<file path="src/rtl/tmr_pkg.sv">
package tmr_pkg;
  typedef enum logic [1:0] {
    WG_FREE = 2'b00,
    WG_CLR  = 2'b01,
    WG_PWM  = 2'b10,
    WG_PWM2 = 2'b11
  } wg_mode_e;

  typedef enum logic [1:0] {
    CO_OFF = 2'b00,
    CO_TGL = 2'b01,
    CO_LO  = 2'b10,
    CO_HI  = 2'b11
  } co_mode_e;

  function automatic logic is_pwm(input wg_mode_e m);
    return m[1];
  endfunction
endpackage

</file>
<file path="src/rtl/tmr_count.sv">
module tmr_count
  import tmr_pkg::*;
#(
  parameter int CNT_W = 8
) (
  input  logic             clk,
  input  logic             rst_n,
  input  logic             mode_we,
  input  logic [1:0]       mode_wg,
  input  logic             cmp_we,
  input  logic [CNT_W-1:0] cmp_val,
  output wg_mode_e         wg_q,
  output logic [CNT_W-1:0] cnt_q,
  output logic             match,
  output logic             bottom
);
  logic [CNT_W-1:0] cmp_q, cmp_d, cnt_d;
  wg_mode_e         wg_d;

  always_comb begin
    match  = (cnt_q == cmp_q);
    bottom = (cnt_q == '0);
    cmp_d  = cmp_we ? cmp_val : cmp_q;
    wg_d   = mode_we ? wg_mode_e'(mode_wg) : wg_q;
    if (wg_q == WG_CLR && match) cnt_d = '0;
    else                         cnt_d = cnt_q + 1'b1;
  end

  always_ff @(posedge clk or negedge rst_n) begin
    if (!rst_n) begin
      cnt_q <= '0;
      cmp_q <= '0;
      wg_q  <= WG_FREE;
    end else begin
      cnt_q <= cnt_d;
      cmp_q <= cmp_d;
      wg_q  <= wg_d;
    end
  end


  free_inc_chk: assert property (@(posedge clk) disable iff (!rst_n)
    (wg_q == WG_FREE) |=> (cnt_q == CNT_W'($past(cnt_q) + 1'b1)));

  clr_on_cmp_chk: assert property (@(posedge clk) disable iff (!rst_n)
    (wg_q == WG_CLR && cnt_q == cmp_q) |=> (cnt_q == '0));
endmodule

</file>
<file path="src/rtl/tmr_wavegen.sv">
module tmr_wavegen
  import tmr_pkg::*;
(
  input  logic       clk,
  input  logic       rst_n,
  input  wg_mode_e   wg_q,
  input  logic       match,
  input  logic       bottom,
  input  logic       mode_we,
  input  logic [1:0] mode_co,
  input  logic       force_stb,
  input  logic       oc_we,
  input  logic       oc_val,
  output logic       oc_q,
  output co_mode_e   co_act_q
);
  co_mode_e co_pend_q, co_pend_d, co_act_d;
  logic     oc_d, pwm, frc;

  always_comb begin
    pwm       = is_pwm(wg_q);
    frc       = force_stb && !pwm;
    co_pend_d = mode_we ? co_mode_e'(mode_co) : co_pend_q;
    co_act_d  = (match || frc) ? co_pend_q : co_act_q;
    oc_d      = oc_q;
    if (!pwm) begin
      if (match || frc) begin
        unique case (co_pend_q)
          CO_TGL:  oc_d = !oc_q;
          CO_LO:   oc_d = 1'b0;
          CO_HI:   oc_d = 1'b1;
          default: oc_d = oc_q;
        endcase
      end
    end else if (match) begin
      if (co_pend_q == CO_LO)      oc_d = 1'b0;
      else if (co_pend_q == CO_HI) oc_d = 1'b1;
    end else if (bottom) begin
      if (co_act_q == CO_LO)      oc_d = 1'b1;
      else if (co_act_q == CO_HI) oc_d = 1'b0;
    end
    if (oc_we) oc_d = oc_val;
  end

  always_ff @(posedge clk or negedge rst_n) begin
    if (!rst_n) begin
      oc_q      <= 1'b0;
      co_pend_q <= CO_OFF;
      co_act_q  <= CO_OFF;
    end else begin
      oc_q      <= oc_d;
      co_pend_q <= co_pend_d;
      co_act_q  <= co_act_d;
    end
  end


  set_on_match_chk: assert property (@(posedge clk) disable iff (!rst_n)
    (!wg_q[1] && match && co_pend_q == CO_HI && !oc_we) |=> oc_q);

  tgl_on_match_chk: assert property (@(posedge clk) disable iff (!rst_n)
    (!wg_q[1] && match && co_pend_q == CO_TGL && !oc_we) |=> (oc_q != $past(oc_q)));

  idle_hold_chk: assert property (@(posedge clk) disable iff (!rst_n)
    (co_pend_q == CO_OFF && co_act_q == CO_OFF && !oc_we) |=> $stable(oc_q));

  pwm_force_chk: assert property (@(posedge clk) disable iff (!rst_n)
    (wg_q[1] && force_stb && !match && !bottom && !oc_we) |=> ($stable(oc_q) && $stable(co_act_q)));

  defer_act_chk: assert property (@(posedge clk) disable iff (!rst_n)
    (!match && !(force_stb && !wg_q[1])) |=> $stable(co_act_q));
endmodule

</file>
<file path="src/rtl/tmr_pinmux.sv">
module tmr_pinmux
  import tmr_pkg::*;
(
  input  logic     clk,
  input  logic     rst_n,
  input  logic     port_we,
  input  logic     port_val,
  input  logic     dir_we,
  input  logic     dir_val,
  input  logic     oc_q,
  input  co_mode_e co_act_q,
  output logic     pin_out,
  output logic     pin_oe
);
  logic port_q, port_d, dir_q, dir_d;

  always_comb begin
    port_d  = port_we ? port_val : port_q;
    dir_d   = dir_we ? dir_val : dir_q;
    pin_out = (co_act_q != CO_OFF) ? oc_q : port_q;
    pin_oe  = dir_q;
  end

  always_ff @(posedge clk or negedge rst_n) begin
    if (!rst_n) begin
      port_q <= 1'b0;
      dir_q  <= 1'b0;
    end else begin
      port_q <= port_d;
      dir_q  <= dir_d;
    end
  end
endmodule

</file>
<file path="src/rtl/tmr_cmp_out.sv">
module tmr_cmp_out
  import tmr_pkg::*;
#(
  parameter int CNT_W       = 8,
  parameter int SYNC_STAGES = 2
) (
  input  logic             clk,
  input  logic             arst_n,
  input  logic             mode_we,
  input  logic [1:0]       mode_wg,
  input  logic [1:0]       mode_co,
  input  logic             cmp_we,
  input  logic [CNT_W-1:0] cmp_val,
  input  logic             oc_we,
  input  logic             oc_val,
  input  logic             port_we,
  input  logic             port_val,
  input  logic             dir_we,
  input  logic             dir_val,
  input  logic             force_stb,
  output logic [CNT_W-1:0] cnt_o,
  output logic             pin_out,
  output logic             pin_oe
);
  localparam int SYNC_LAST = SYNC_STAGES - 1;

  logic [SYNC_LAST:0] rst_sync_q;
  logic               rst_n;
  wg_mode_e           wg_q;
  co_mode_e           co_act_q;
  logic               match, bottom, oc_q;

  generate
    if (SYNC_STAGES > 1) begin : g_sync_chain
      always_ff @(posedge clk or negedge arst_n) begin
        if (!arst_n) rst_sync_q <= '0;
        else         rst_sync_q <= {rst_sync_q[SYNC_LAST-1:0], 1'b1};
      end
    end else begin : g_sync_single
      always_ff @(posedge clk or negedge arst_n) begin
        if (!arst_n) rst_sync_q <= '0;
        else         rst_sync_q <= 1'b1;
      end
    end
  endgenerate

  assign rst_n = rst_sync_q[SYNC_LAST];

  tmr_count #(.CNT_W(CNT_W)) u_count (
    .clk     (clk),
    .rst_n   (rst_n),
    .mode_we (mode_we),
    .mode_wg (mode_wg),
    .cmp_we  (cmp_we),
    .cmp_val (cmp_val),
    .wg_q    (wg_q),
    .cnt_q   (cnt_o),
    .match   (match),
    .bottom  (bottom)
  );

  tmr_wavegen u_wave (
    .clk       (clk),
    .rst_n     (rst_n),
    .wg_q      (wg_q),
    .match     (match),
    .bottom    (bottom),
    .mode_we   (mode_we),
    .mode_co   (mode_co),
    .force_stb (force_stb),
    .oc_we     (oc_we),
    .oc_val    (oc_val),
    .oc_q      (oc_q),
    .co_act_q  (co_act_q)
  );

  tmr_pinmux u_pin (
    .clk      (clk),
    .rst_n    (rst_n),
    .port_we  (port_we),
    .port_val (port_val),
    .dir_we   (dir_we),
    .dir_val  (dir_val),
    .oc_q     (oc_q),
    .co_act_q (co_act_q),
    .pin_out  (pin_out),
    .pin_oe   (pin_oe)
  );


  dir_follow_chk: assert property (@(posedge clk) disable iff (!rst_n)
    dir_we |=> (pin_oe == $past(dir_val)));
endmodule

</file>
<file path="config.mk">
export PLATFORM = sky130hd
export DESIGN_NAME = tmr_cmp_out
export DESIGN_NICKNAME = d
export VERILOG_FILES = /design/src/rtl/tmr_pkg.sv /design/src/rtl/tmr_count.sv /design/src/rtl/tmr_wavegen.sv /design/src/rtl/tmr_pinmux.sv /design/src/rtl/tmr_cmp_out.sv
export SDC_FILE = /design/constraint.sdc
export NUM_CORES = 1
export LEC_CHECK = 0
export BUFFER_PORTS_ARGS = -buffer_cell sky130_fd_sc_hd__buf_4
export CAP_MARGIN = 20
export CELL_PAD_IN_SITES_DETAIL_PLACEMENT = 1
export CELL_PAD_IN_SITES_GLOBAL_PLACEMENT = 1
export CORE_MARGIN = 2
export CORE_UTILIZATION = 30
export CTS_CLUSTER_DIAMETER = 120
export DETAILED_ROUTE_END_ITERATION = 8
export PLACE_DENSITY_LB_ADDON = 0.3
export SYNTH_ARGS = -nofsm -noshare
export SYNTH_HDL_FRONTEND = slang
export SYNTH_SLANG_ARGS = --single-unit
</file>
<file path="constraint.sdc">
create_clock -name clk -period 1.8 [get_ports clk]
set_input_delay 0.27 -clock clk [delete_from_list [all_inputs] [get_ports clk]]
set_output_delay 0.27 -clock clk [all_outputs]
set_load 0.005 [all_outputs]
</file>
After elaboration in Yosys (flattened, before gate mapping)
Cells that the tools add are included.
Operators by class
  add/subtract/negate cells: 1
  equal/unequal tests: 10
  multiplexer cells: 12
  reductions and logical operators: 10
Operators with widths (number)
  1-bit two-way mux: 10
  8-bit by 1-bit adder with 8-bit output (second input constant): 1
  2-bit == test (second input constant): 4
  8-bit == test: 1
  8-bit zero test: 1
  8-bit two-way mux: 1
  5-bit by 2-bit != test with 1-bit output (second input constant): 1
  5-bit != test (second input constant): 1
  5-bit AND reduction: 1
  5-bit nonzero test: 1
  2-bit by 1-bit == test with 1-bit output (second input constant): 2
  4-bit by 3-bit != test with 1-bit output (second input constant): 1
  1-bit case mux with 3 select lines: 1
  3-bit nonzero test: 1
  1-bit logical AND: 2
  1-bit zero test: 2
  2-bit nonzero test: 1
  1-bit logical OR: 1
Storage, ports and cells
  bits in registers: 27
  bits of input ports: 23
  output and inout bits: 10

Longest topological paths before layout
Gate-level depths: netlist (run 1).
  depth in word-level cells: 7
  depth in mapped cells: 6
  mapped depth without buffers: 6

Hierarchy
A second synthesis (run 1) with hierarchy kept.
Second synthesis, totals
  cells, all modules: 106
  area total of the unflattened synthesis: 1326.3 um^2
By module, submodules not included
  tmr_count: times used 1, cells an instance 73, area each 913.4 um^2, sequential area each 450.4 um^2
  tmr_wavegen: times used 1, cells an instance 24, area each 271.5 um^2, sequential area each 125.1 um^2
  tmr_pinmux: times used 1, cells an instance 6, area each 87.6 um^2, sequential area each 50.0 um^2
  tmr_cmp_out: times used 1, cells an instance 3, area each 53.8 um^2, sequential area each 50.0 um^2

Least setup slack after synthesis (run 1)
Ideal clock, no wire load.
  path kind: register to register
  start: reg u_count.cnt_q[2]
  end: reg u_wave.oc_q
  data arrival time: 1.492 ns
  data required time: 1.674 ns
  slack: 0.182 ns
  cell stages (with the launch flop): 7
  path buffers: 1
  period minus slack after synthesis: 1.618 ns
  cell sequence: dfrtp_1 xnor2_1 nand4_1 or2_1 buf_6 mux2i_1 o32a_1
On the way
  longest elaborated chain between the ends: 4
Ends and longest elaborated chain
  start: declaration: line tmr_count.sv:13  | output logic [CNT_W-1:0] cnt_q,
  start signal: assignment: line tmr_count.sv:35  | cnt_q <= cnt_d;
  8-bit == test: line tmr_count.sv:21  | match = (cnt_q == cmp_q);
  1-bit logical OR / 1-bit two-way mux (equally long branches): line tmr_wavegen.sv:27, tmr_wavegen.sv:35
  3-bit nonzero test (no source line) / 1-bit two-way mux (equally long branches)
  5-bit AND reduction (no source line) / 1-bit two-way mux (equally long branches)
  end signal: assignment: line tmr_wavegen.sv:47  | oc_q <= 1'b0;
  end signal: assignment: line tmr_wavegen.sv:51  | oc_q <= oc_d;
  end: declaration: line tmr_wavegen.sv:14  | output logic oc_q,
Several ways; a longest one is shown, not always the timed one.
A chain may end at the register's enable or synchronous reset.

Worst setup path in the final report (run 1)
  start: reg u_count.cnt_q[3]
  end: reg u_wave.oc_q
Same word-level chain as after synthesis.

==> results of run 1 <==
[synth_stat cells (3+ instances only)]
| cell type | instances |
|---|---|
| xor2_1 | 5 |
| nor2_1 | 9 |
| nand2b_1 | 3 |
| mux2_2 | 14 |
| nand3_1 | 7 |
| dfrtp_1 | 27 |
| xnor2_1 | 7 |
[worst register-to-register path: cells and delay by family, from the launching register on]
family,cells,cell delay (ns)
AO/OA/AOI/OAI,1,0.35
XOR/XNOR,1,0.17
flip-flops,1,0.47
multiplexers,1,0.13
AND/OR/NAND/NOR,2,0.46
[registers in the layout, summed over array words and instances (netlist names)]
register / count
u_count.cmp_q: 8
u_count.wg_q: 2
u_wave.co_act_q: 2
rst_sync_q: 2
u_wave.co_pend_q: 2
u_count.cnt_q: 8
u_pin.pin_oe: 1
u_wave.oc_q: 1
u_pin.port_q: 1
[metal layers]
metal | global-route usage, % | up-vias | routed length (µm)
li1 | - | 455 | -
met1 | 16.59 | 491 | 1325
met2 | 22.43 | 16 | 1509
met3 | 2.137 | 2 | 86
met4 | 3.145 | 0 | 17
met5 | 0 | - | 0
[cells in the final DEF (no fill, tap or decap)]
cell type      count
buf_4             37
a221oi_1           1
mux2i_1            1
nand3_1            7
or2_4              1
o32a_1             1
inv_1              2
and3_2             1
nand4_1            2
ha_1               2
nand4bb_1          1
nor2b_1            1
clkinv_2           1
and2_4             1
and3_1             2
nor2_1             9
clkbuf_8           3
dfrtp_1           26
xnor2_2            2
xnor2_1            7
o21ai_0            1
dlygate4sd3_1      1
nand2_1            2
nand2b_1           3
nand4b_1           1
a211oi_1           1
nor3b_4            1
xor2_1             5
conb_1             1
mux2_2            14
nor4_1             2
mux2_4             2
or3_1              1
a21boi_4           1
inv_2              1
nor3_1             2
dfrtp_2            1
[repair_timing]
action                     4_1_cts  5_1_grt
setup endpoints to repair        0        9
hold endpoints to repair         2        0
buffers inserted                 0        1
resized for setup                0        2
hold buffers                     1        0
[metrics by stage]
stage          utilization, %  instance area, µm²
6_report                39.79                1720
4_1_cts                 39.53                1709
5_1_grt                 39.79                1720
2_1_floorplan               -                1333
3_3_place_gp            38.22                1653
3_5_place_dp            38.22                1653
[how the worst min path moves through the flow]
stage / start / endpoint / depth (start not counted)
global placement: rst_sync_q[1] / u_pin.pin_oe / 0
detailed placement: rst_sync_q[1] / u_pin.pin_oe / 0
floorplan: arst_n / rst_sync_q[0] / 0
global route: rst_sync_q[1] / u_pin.pin_oe / 0
finish: rst_sync_q[1] / u_pin.pin_oe / 0
CTS: rst_sync_q[1] / u_pin.pin_oe / 0
[area by class of cell]
type,instances,share of cell area [%]
clock buffer,3,2.400
clock inverter,1,0.2909
inverter,3,0.6545
multi-input combinational,76,36.80
sequential,27,39.35
tap,52,3.782
timing repair buffer,38,16.73
[power by group through the flow]
stage	clock (µW)	combinational [µW]	sequential, µW
after floorplan	0	388	924
after global placement	0	713	926
after detailed placement	0	727	943
after CTS	360	737	931
after global routing	394	800	960
final	347	721	930
[logic make-up (layout without fill, tap and decap cells)]
logic type	Yosys count	count (layout)	synth area share, %
AOI/OAI and AO/OA	5	5	3.756
xor gates and xnor gates	14	14	10.33
adders and majority gates	2	2	1.878
buffers and inverters	5	45	1.971
DFF	27	27	50.70
muxes	17	17	14.84
other	1	1	0.2814
and+or+nand+nor	37	37	16.25
==> impl_metrics.csv, run 1 <==
group,metric,value,unit
layout,diodes,0,
clock_network,clkTransAtPathRegs,0.10,ns
power,vdd_drop_max,0.3217,mV
grt,gr-total-overflow,0,
power,power.total,1998,µW
worst_setup_path,cp_num_buf_inv,0,
sta,finalCritPeriodShare,93.87,%
yosys,synth_cell_types,34,
die,rows,24,
layout,fill_cells,492,
clock_network,clk_latency,0.27,ns
drt,wl_per_cell,14.69,µm
grt,grt_pass1_wl,5064,µm
hold_path,hp-class,"register to asynchronous set/reset pin",
power,switching_share,33.44,%
sta,drv_slew,0,
layout,fin_cells,200,
sta,hold_viol,0,
drt,dr.first_iter.drc_count,34,
die,fp.dieW,70.65,µm
place,post-place-ws,0.03985,ns
worst_setup_path,r2r_start,"u_count.cnt_q[3]",
sta,rsz0062_at_grt,"no",
yosys,async_reset_ff_share,100.0,%
worst_setup_path,critical-path-max-stage-delay,0.47,ns
drt,routed_wl,2938,µm
grt,grt_use_total,12.81,%
yosys,yosys-top-cells-area,"dfrtp_1, mux2_2, xnor2_1, xor2_1, nand3_1",
worst_setup_path,crit_start,"u_count.cnt_q[3]",
grt,grt_max_degree,25,
die,ioPinCount,33,
worst_setup_path,critPathKind,"register to register",
power,p_sw,668.2,µW
job,max_cap_viol_count,0,
worst_setup_path,cp_top_family,"flip-flops",
power,powerDensity,1161,nW/µm²
power,intPower,1330,µW
yosys,syn_area,1333,µm²
place,gp_congestion,0.7665,
layout,final_nets,174,
power,power_frac_seq,46.6,%
clock_network,tritoncts,"done",
layout,drive_above_1_share,44.59,%
sta,setup_violations,0,
clock_network,cts_buffers,3,
worst_setup_path,timing.critical_path.to,"u_wave.oc_q",
yosys,netlist.top_cell.by_area,"dfrtp_1",
worst_setup_path,worstSetupEndpointType,"register",
sta,max_freq,591.8,MHz
drt,post-route-drc-count,0,
worst_setup_path,crit_arrival,1.85,ns
yosys,ys_ff_latch,27,
grt,grt_pass1_vias,1044,
drt,final_antenna_net_count,0,
drt,viasPerCell,4.820,
sta,final.min_clock_period,1.690,ns
worst_setup_path,worstPathRequired,1.96,ns
layout,syn2layout_area_growth,29.11,%
yosys,ys.warnings.count,0,
die,core-area,4324,µm²
worst_setup_path,reg2regPathDepth,5,
worst_setup_path,critPathLaunchType,"register",
yosys,synth.net_count,133,
clock_network,cts_root_buffer,"clkbuf_8",
yosys,ys_seq_area_share,50.70,%
place,dp.cells,194,
worst_setup_path,crit_chain,"xnor2_1 -> nand4_1 -> or2_4 -> mux2i_1 -> o32a_1",
yosys,synth_top_area_share,50.70,%
place,dp_hpwl,2327,µm
clock_network,cts_buffer_depth,2,
power,combPwrFrac,36.1,%
sta,worst_slack,0.1103,ns
die,fp.dieArea,4991,µm²
worst_setup_path,slowest_stage,"dfrtp_1",
sta,fin_setup_tns,0,ns
yosys,synthFlopType,"dfrtp_1",
clock_network,clock_sinks,27,
drt,firstDrtPassIters,2,
status,outcome,"finished clean",
layout,ff_latch_area,676.9,µm²
yosys,avgSynthCellArea,12.34,µm²
die,die_h,70.65,µm
clock_network,htreeDepth,1,
die,initial_utilization,30.82,%
sta,fin_worst_skew,0.002631,ns
drt,vias,964,
place,place.port_buffers,32,
worst_setup_path,path_depth,5,
power,leakage,0.0007918,µW
power,clockPowerShare,17.3,%
yosys,synth-edff-count,0,
grt,antenna_found_initial,0,
yosys,netlist_instances,108,
layout,multi_input_area,633.1,µm²
worst_setup_path,critPathMaxFanout,6,
worst_setup_path,r2r_slack,0.11,ns
sta,fin_hold_ws,0.02256,ns
worst_setup_path,r2r-end,"u_wave.oc_q",
Note: power is estimated with default switching activity, not from simulation.
==> inputs of run 2 (changes only) <==
Settings changed: CELL_PAD_IN_SITES_GLOBAL_PLACEMENT 1 to 2, CORE_MARGIN 2 to 5.
==> run 2 against run 1 <==
Against the previous run: critical path depth stayed put; setup slack better by 0.020 ns; non-clock buffer count is 1 higher; critical path type unchanged.
==> impl_metrics.csv, run 2 (same netlist as run 1, synthesis figures left out) <==
group,metric,value,unit
worst_setup_path,slowest_stage,"dfrtp_1",
clock_network,tritoncts,"done",
grt,grt_max_degree,25,
layout,final_core_util,40.31,%
layout,reg.largest.list,"u_count.cmp_q x8, u_count.cnt_q x8",
drt,wl_per_cell,15.29,µm
die,core-area,4324,µm²
worst_setup_path,critPathKind,"register to register",
sta,rsz0062_at_grt,"no",
clock_network,cts_buffers,3,
sta,fin_worst_skew,0.007723,ns
drt,final_antenna_net_count,0,
die,ioPinCount,33,
place,post-place-ws,0.07949,ns
die,fp.dieW,76.65,µm
worst_setup_path,crit_arrival,1.84,ns
layout,diodes,0,
power,vdd_drop_max,0.2980,mV
grt,gr-total-overflow,0,
sta,finalCritPeriodShare,92.75,%
worst_setup_path,r2r_slack,0.13,ns
job,max_cap_viol_count,0,
drt,viasPerCell,4.721,
drt,post-route-drc-count,0,
hold_path,hp-class,"register to asynchronous set/reset pin",
clock_network,clk_latency,0.28,ns
place,place.port_buffers,32,
layout,syn2layout_area_growth,30.80,%
power,powerDensity,1162,nW/µm²
drt,vias,949,
die,initial_utilization,30.82,%
layout,final_nets,175,
grt,grt_pass1_vias,1104,
drt,routed_wl,3074,µm
layout,drive_above_1_share,44.97,%
clock_network,clkTransAtPathRegs,0.10,ns
sta,hold_viol,0,
clock_network,htreeDepth,1,
sta,final.min_clock_period,1.670,ns
drt,dr.first_iter.drc_count,30,
worst_setup_path,crit_start,"u_count.cnt_q[3]",
clock_network,clock_sinks,27,
layout,fill_cells,501,
sta,fin_hold_ws,0.02153,ns
die,fp.dieArea,5874,µm²
clock_network,cts_root_buffer,"clkbuf_8",
sta,max_freq,599.0,MHz
worst_setup_path,critical-path-max-stage-delay,0.46,ns
place,post_dp_cell_area,1680,µm²
worst_setup_path,r2r_start,"u_count.cnt_q[3]",
power,leakage,0.0007955,µW
place,dp_hpwl,2533,µm
die,rows,24,
layout,layout_commonest_cell,"buf_4",
worst_setup_path,worstPathRequired,1.97,ns
layout,postLayoutCellArea,1743,µm²
status,outcome,"finished clean",
clock_network,cts_buffer_depth,2,
place,gp_congestion,0.7823,
worst_setup_path,crit_chain,"nor4_1 -> and3_1 -> a221oi_1 -> and2_4 -> o32a_1",
grt,grt_pass1_wl,5326,µm
worst_setup_path,critPathLaunchType,"register",
grt,antenna_found_initial,0,
drt,firstDrtPassIters,3,
worst_setup_path,worstSetupEndpointType,"register",
grt,grt_use_total,10.94,%
die,die_h,76.65,µm
sta,drv_slew,0,
worst_setup_path,critPathMaxFanout,6,
sta,fin_setup_tns,0,ns
layout,final_cell_mix,"buf_4, dfrtp_1, mux2_2",
sta,setup_violations,0,
sta,worst_slack,0.1304,ns
[run 2: cell types whose count changed in the layout (fill, tap and decap cells not counted), sizes merged]
cell / previous run / this run
buf: 37 / 38
clkinvlp: 0 / 1
clkinv: 1 / 0
[run 2: final timing paths]
kind                                    endpoint  cells after the start
worst min-delay path                u_pin.pin_oe                      0
min in group clk                 u_count.wg_q[1]                      3
max in group asynchronous       u_count.cnt_q[1]                      1
worst min register to register      u_pin.pin_oe                      0
worst max register to register       u_wave.oc_q                      5
worst max-delay path                 u_wave.oc_q                      5
[run 2: stage by stage]
step / total power, µW / std cells
5_1_grt: 2179 / 201
6_report: 2025 / 201
3_5_place_dp: 1688 / 196
4_1_cts: 2059 / 201
2_1_floorplan: 1313 / 108
3_3_place_gp: 1665 / 196
[run 2: per-layer routing]
layer / wire length [µm] / global-route usage [%]
met3: 119 / 2.246
met1: 1366 / 14.00
met5: 0 / 0
met2: 1550 / 18.49
met4: 38 / 3.147
[run 2: final cells by class]
class / count / area [µm²] / area share (%)
repair buffers: 39 / 307.8 / 17.66
inverters: 3 / 11.26 / 0.6461
multi-input cells: 76 / 633.1 / 36.32
well taps: 52 / 65.06 / 3.733
flip-flops and latches: 27 / 676.9 / 38.84
clock inverters: 1 / 7.507 / 0.4307
clock buffers: 3 / 41.29 / 2.369
[run 2: what timing repair did]
action / CTS / global route
gates resized for setup: 0 / 2
buffers inserted: 0 / 0
setup endpoints to repair: 0 / 3
hold buffers: 1 / 0
hold endpoints to repair: 2 / 0
[run 2: where the power goes]
| part | internal [µW] | total, µW | switching, µW |
|---|---|---|---|
| combinational | 446 | 749 | 303 |
| clock | 157 | 361 | 204 |
| sequential | 743 | 915 | 172 |
| total | 1350 | 2030 | 678 |
[run 2: critical path: cells and delay by family (launching register included)]
family / cells / cell delay (ns)
flip-flops: 1 / 0.46
AND/OR/NAND/NOR: 3 / 0.70
AO/OA/AOI/OAI: 2 / 0.41
==> inputs of run 3 (changes only) <==
Clock period 1.8 ns to 1.7 ns, I/O delays scaled along.
==> run 3 against run 2 <==
Against the previous run: clock skew shrank 0.0022 ns; setup slack lost 0.083 ns; core utilization grew 0.75 points; non-clock buffer count grew 5; clock power grew 4%; total power grew 9.4%; fmax grew 1.0%; sequential share of layout area shrank 0.64 points; critical path type unchanged; critical endpoint unchanged.
==> impl_metrics.csv, run 3 (same netlist as run 1, synthesis figures left out) <==
group,metric,value,unit
clock_network,post_cts_buffers,0,
drt,route.top_layer_used,"met4",
power,vdd_drop_max,0.4361,mV
sta,max_freq,604.9,MHz
worst_setup_path,crit_arrival,1.82,ns
worst_setup_path,r2r_slack,0.05,ns
place,gp_congestion,0.7273,
grt,grt_pass1_wl,5354,µm
clock_network,clock_sinks,27,
die,ioPinCount,33,
worst_setup_path,r2r-end,"u_wave.oc_q",
sta,fin_worst_skew,0.005573,ns
layout,reg.largest.list,"u_count.cmp_q x8, u_count.cnt_q x8",
drt,wl_met3,111,µm
worst_setup_path,crit_chain,"xnor2_1 -> nand4_1 -> or2_4 -> mux2i_1 -> o32a_1",
worst_setup_path,critical-path-max-stage-delay,0.47,ns
drt,viasPerCell,4.723,
power,power.total,2215,µW
grt,antenna_found_initial,0,
worst_setup_path,reg2regPathDepth,5,
worst_setup_path,slowest_stage,"dfrtp_2",
clock_network,cts_buffers,3,
layout,final_core_util,41.06,%
grt,grt_pass1_vias,1092,
clock_network,cts_buffer_depth,2,
place,place.port_buffers,32,
layout,fin_cells,206,
sta,setup_violations,0,
worst_setup_path,worstPathRequired,1.86,ns
worst_setup_path,critPathLaunchType,"register",
clock_network,clkTransAtPathRegs,0.10,ns
drt,wl_per_cell,15.00,µm
grt,gr-total-overflow,0,
die,fp.dieW,76.65,µm
grt,grt_max_degree,25,
job,max_cap_viol_count,0,
worst_setup_path,worstSetupEndpointType,"register",
die,rows,24,
clock_network,clk_latency,0.27,ns
place,dp_hpwl,2543,µm
drt,wl_met1,1353,µm
layout,diodes,0,
clock_network,htreeDepth,1,
worst_setup_path,critPathMaxFanout,6,
layout,final_nets,180,
drt,vias,973,
clock_network,cts_root_buffer,"clkbuf_8",
worst_setup_path,crit_start,"u_count.cnt_q[3]",
die,initial_utilization,30.82,%
layout,syn2layout_area_growth,33.24,%
layout,layout_commonest_cell,"buf_4",
worst_setup_path,critPathKind,"register to register",
clock_network,tritoncts,"done",
layout,final_cell_mix,"buf_4, dfrtp_1, mux2_2",
place,dp.cells,201,
sta,final.min_clock_period,1.653,ns
die,core-area,4324,µm²
sta,worst_slack,0.04696,ns
power,leakage,0.0008173,µW
layout,drive_above_1_share,48.05,%
grt,grt_use_total,11.31,%
sta,fin_hold_ws,0.02731,ns
status,outcome,"finished clean",
hold_path,hp-class,"register to asynchronous set/reset pin",
power,powerDensity,1248,nW/µm²
sta,finalCritPeriodShare,97.24,%
drt,final_antenna_net_count,0,
drt,routed_wl,3090,µm
sta,drv_slew,0,
drt,firstDrtPassIters,4,
drt,dr.first_iter.drc_count,33,
sta,rsz0062_at_grt,"no",
place,post-place-ws,-0.03402,ns
sta,hold_viol,0,
worst_setup_path,r2r_start,"u_count.cnt_q[3]",
drt,wl_met2,1591,µm
die,die_h,76.65,µm
layout,fill_cells,498,
die,fp.dieArea,5874,µm²
drt,post-route-drc-count,0,
==> run 3: worst max-delay path by stage <==
stage	end	slack (ns)
CTS	u_wave.oc_q	0.01
detailed placement	u_wave.oc_q	-0.03
global route	u_wave.oc_q	0.004
finish	u_wave.oc_q	0.05
global placement	u_wave.oc_q	0.05
floorplan	u_wave.oc_q	0.08
==> run 3: layout make-up <==
cell class | instances | area, µm² | share of cell area, %
clock inverter | 1 | 7.507 | 0.4228
sequential | 27 | 678.2 | 38.20
inverter | 3 | 11.26 | 0.6343
multi-input combinational | 76 | 639.4 | 36.01
timing repair buffer | 44 | 332.8 | 18.75
clock buffer | 3 | 41.29 | 2.326
tap | 52 | 65.06 | 3.665
==> run 3: timing repair <==
item / in CTS / in global routing
hold buffers: 1 / 0
gates resized for setup: 1 / 3
hold endpoints to repair: 2 / 0
setup endpoints to repair: 3 / 2
==> run 3: layer usage <==
metal,global-route usage (%),vias to the layer above
li1,-,466
met1,14.30,487
met2,19.09,16
met3,2.246,4
met4,3.846,0
met5,0,-
==> run 3: per-stage QoR <==
stage / instance area (µm²) / TNS (ns)
finish: 1775 / 0
global route: 1775 / 0
CTS: 1767 / 0
detailed placement: 1705 / -0.03402
global placement: 1705 / 0
floorplan: 1333 / 0
==> run 3: power by group <==
| part | internal (µW) | leakage [µW] | switching [µW] |
|---|---|---|---|
| clock | 166 | 0.0000217 | 211 |
| sequential | 789 | 0.000315 | 169 |
| combinational | 522 | 0.000481 | 357 |
==> run 3: critical path: cells and delay by family, from the launching register on <==
family                    cells  cell delay, ns
DFF                           1            0.47
muxes                         1            0.14
and+or+nand+nor               2            0.44
AOI/OAI and AO/OA             1            0.34
xor gates and xnor gates      1            0.15
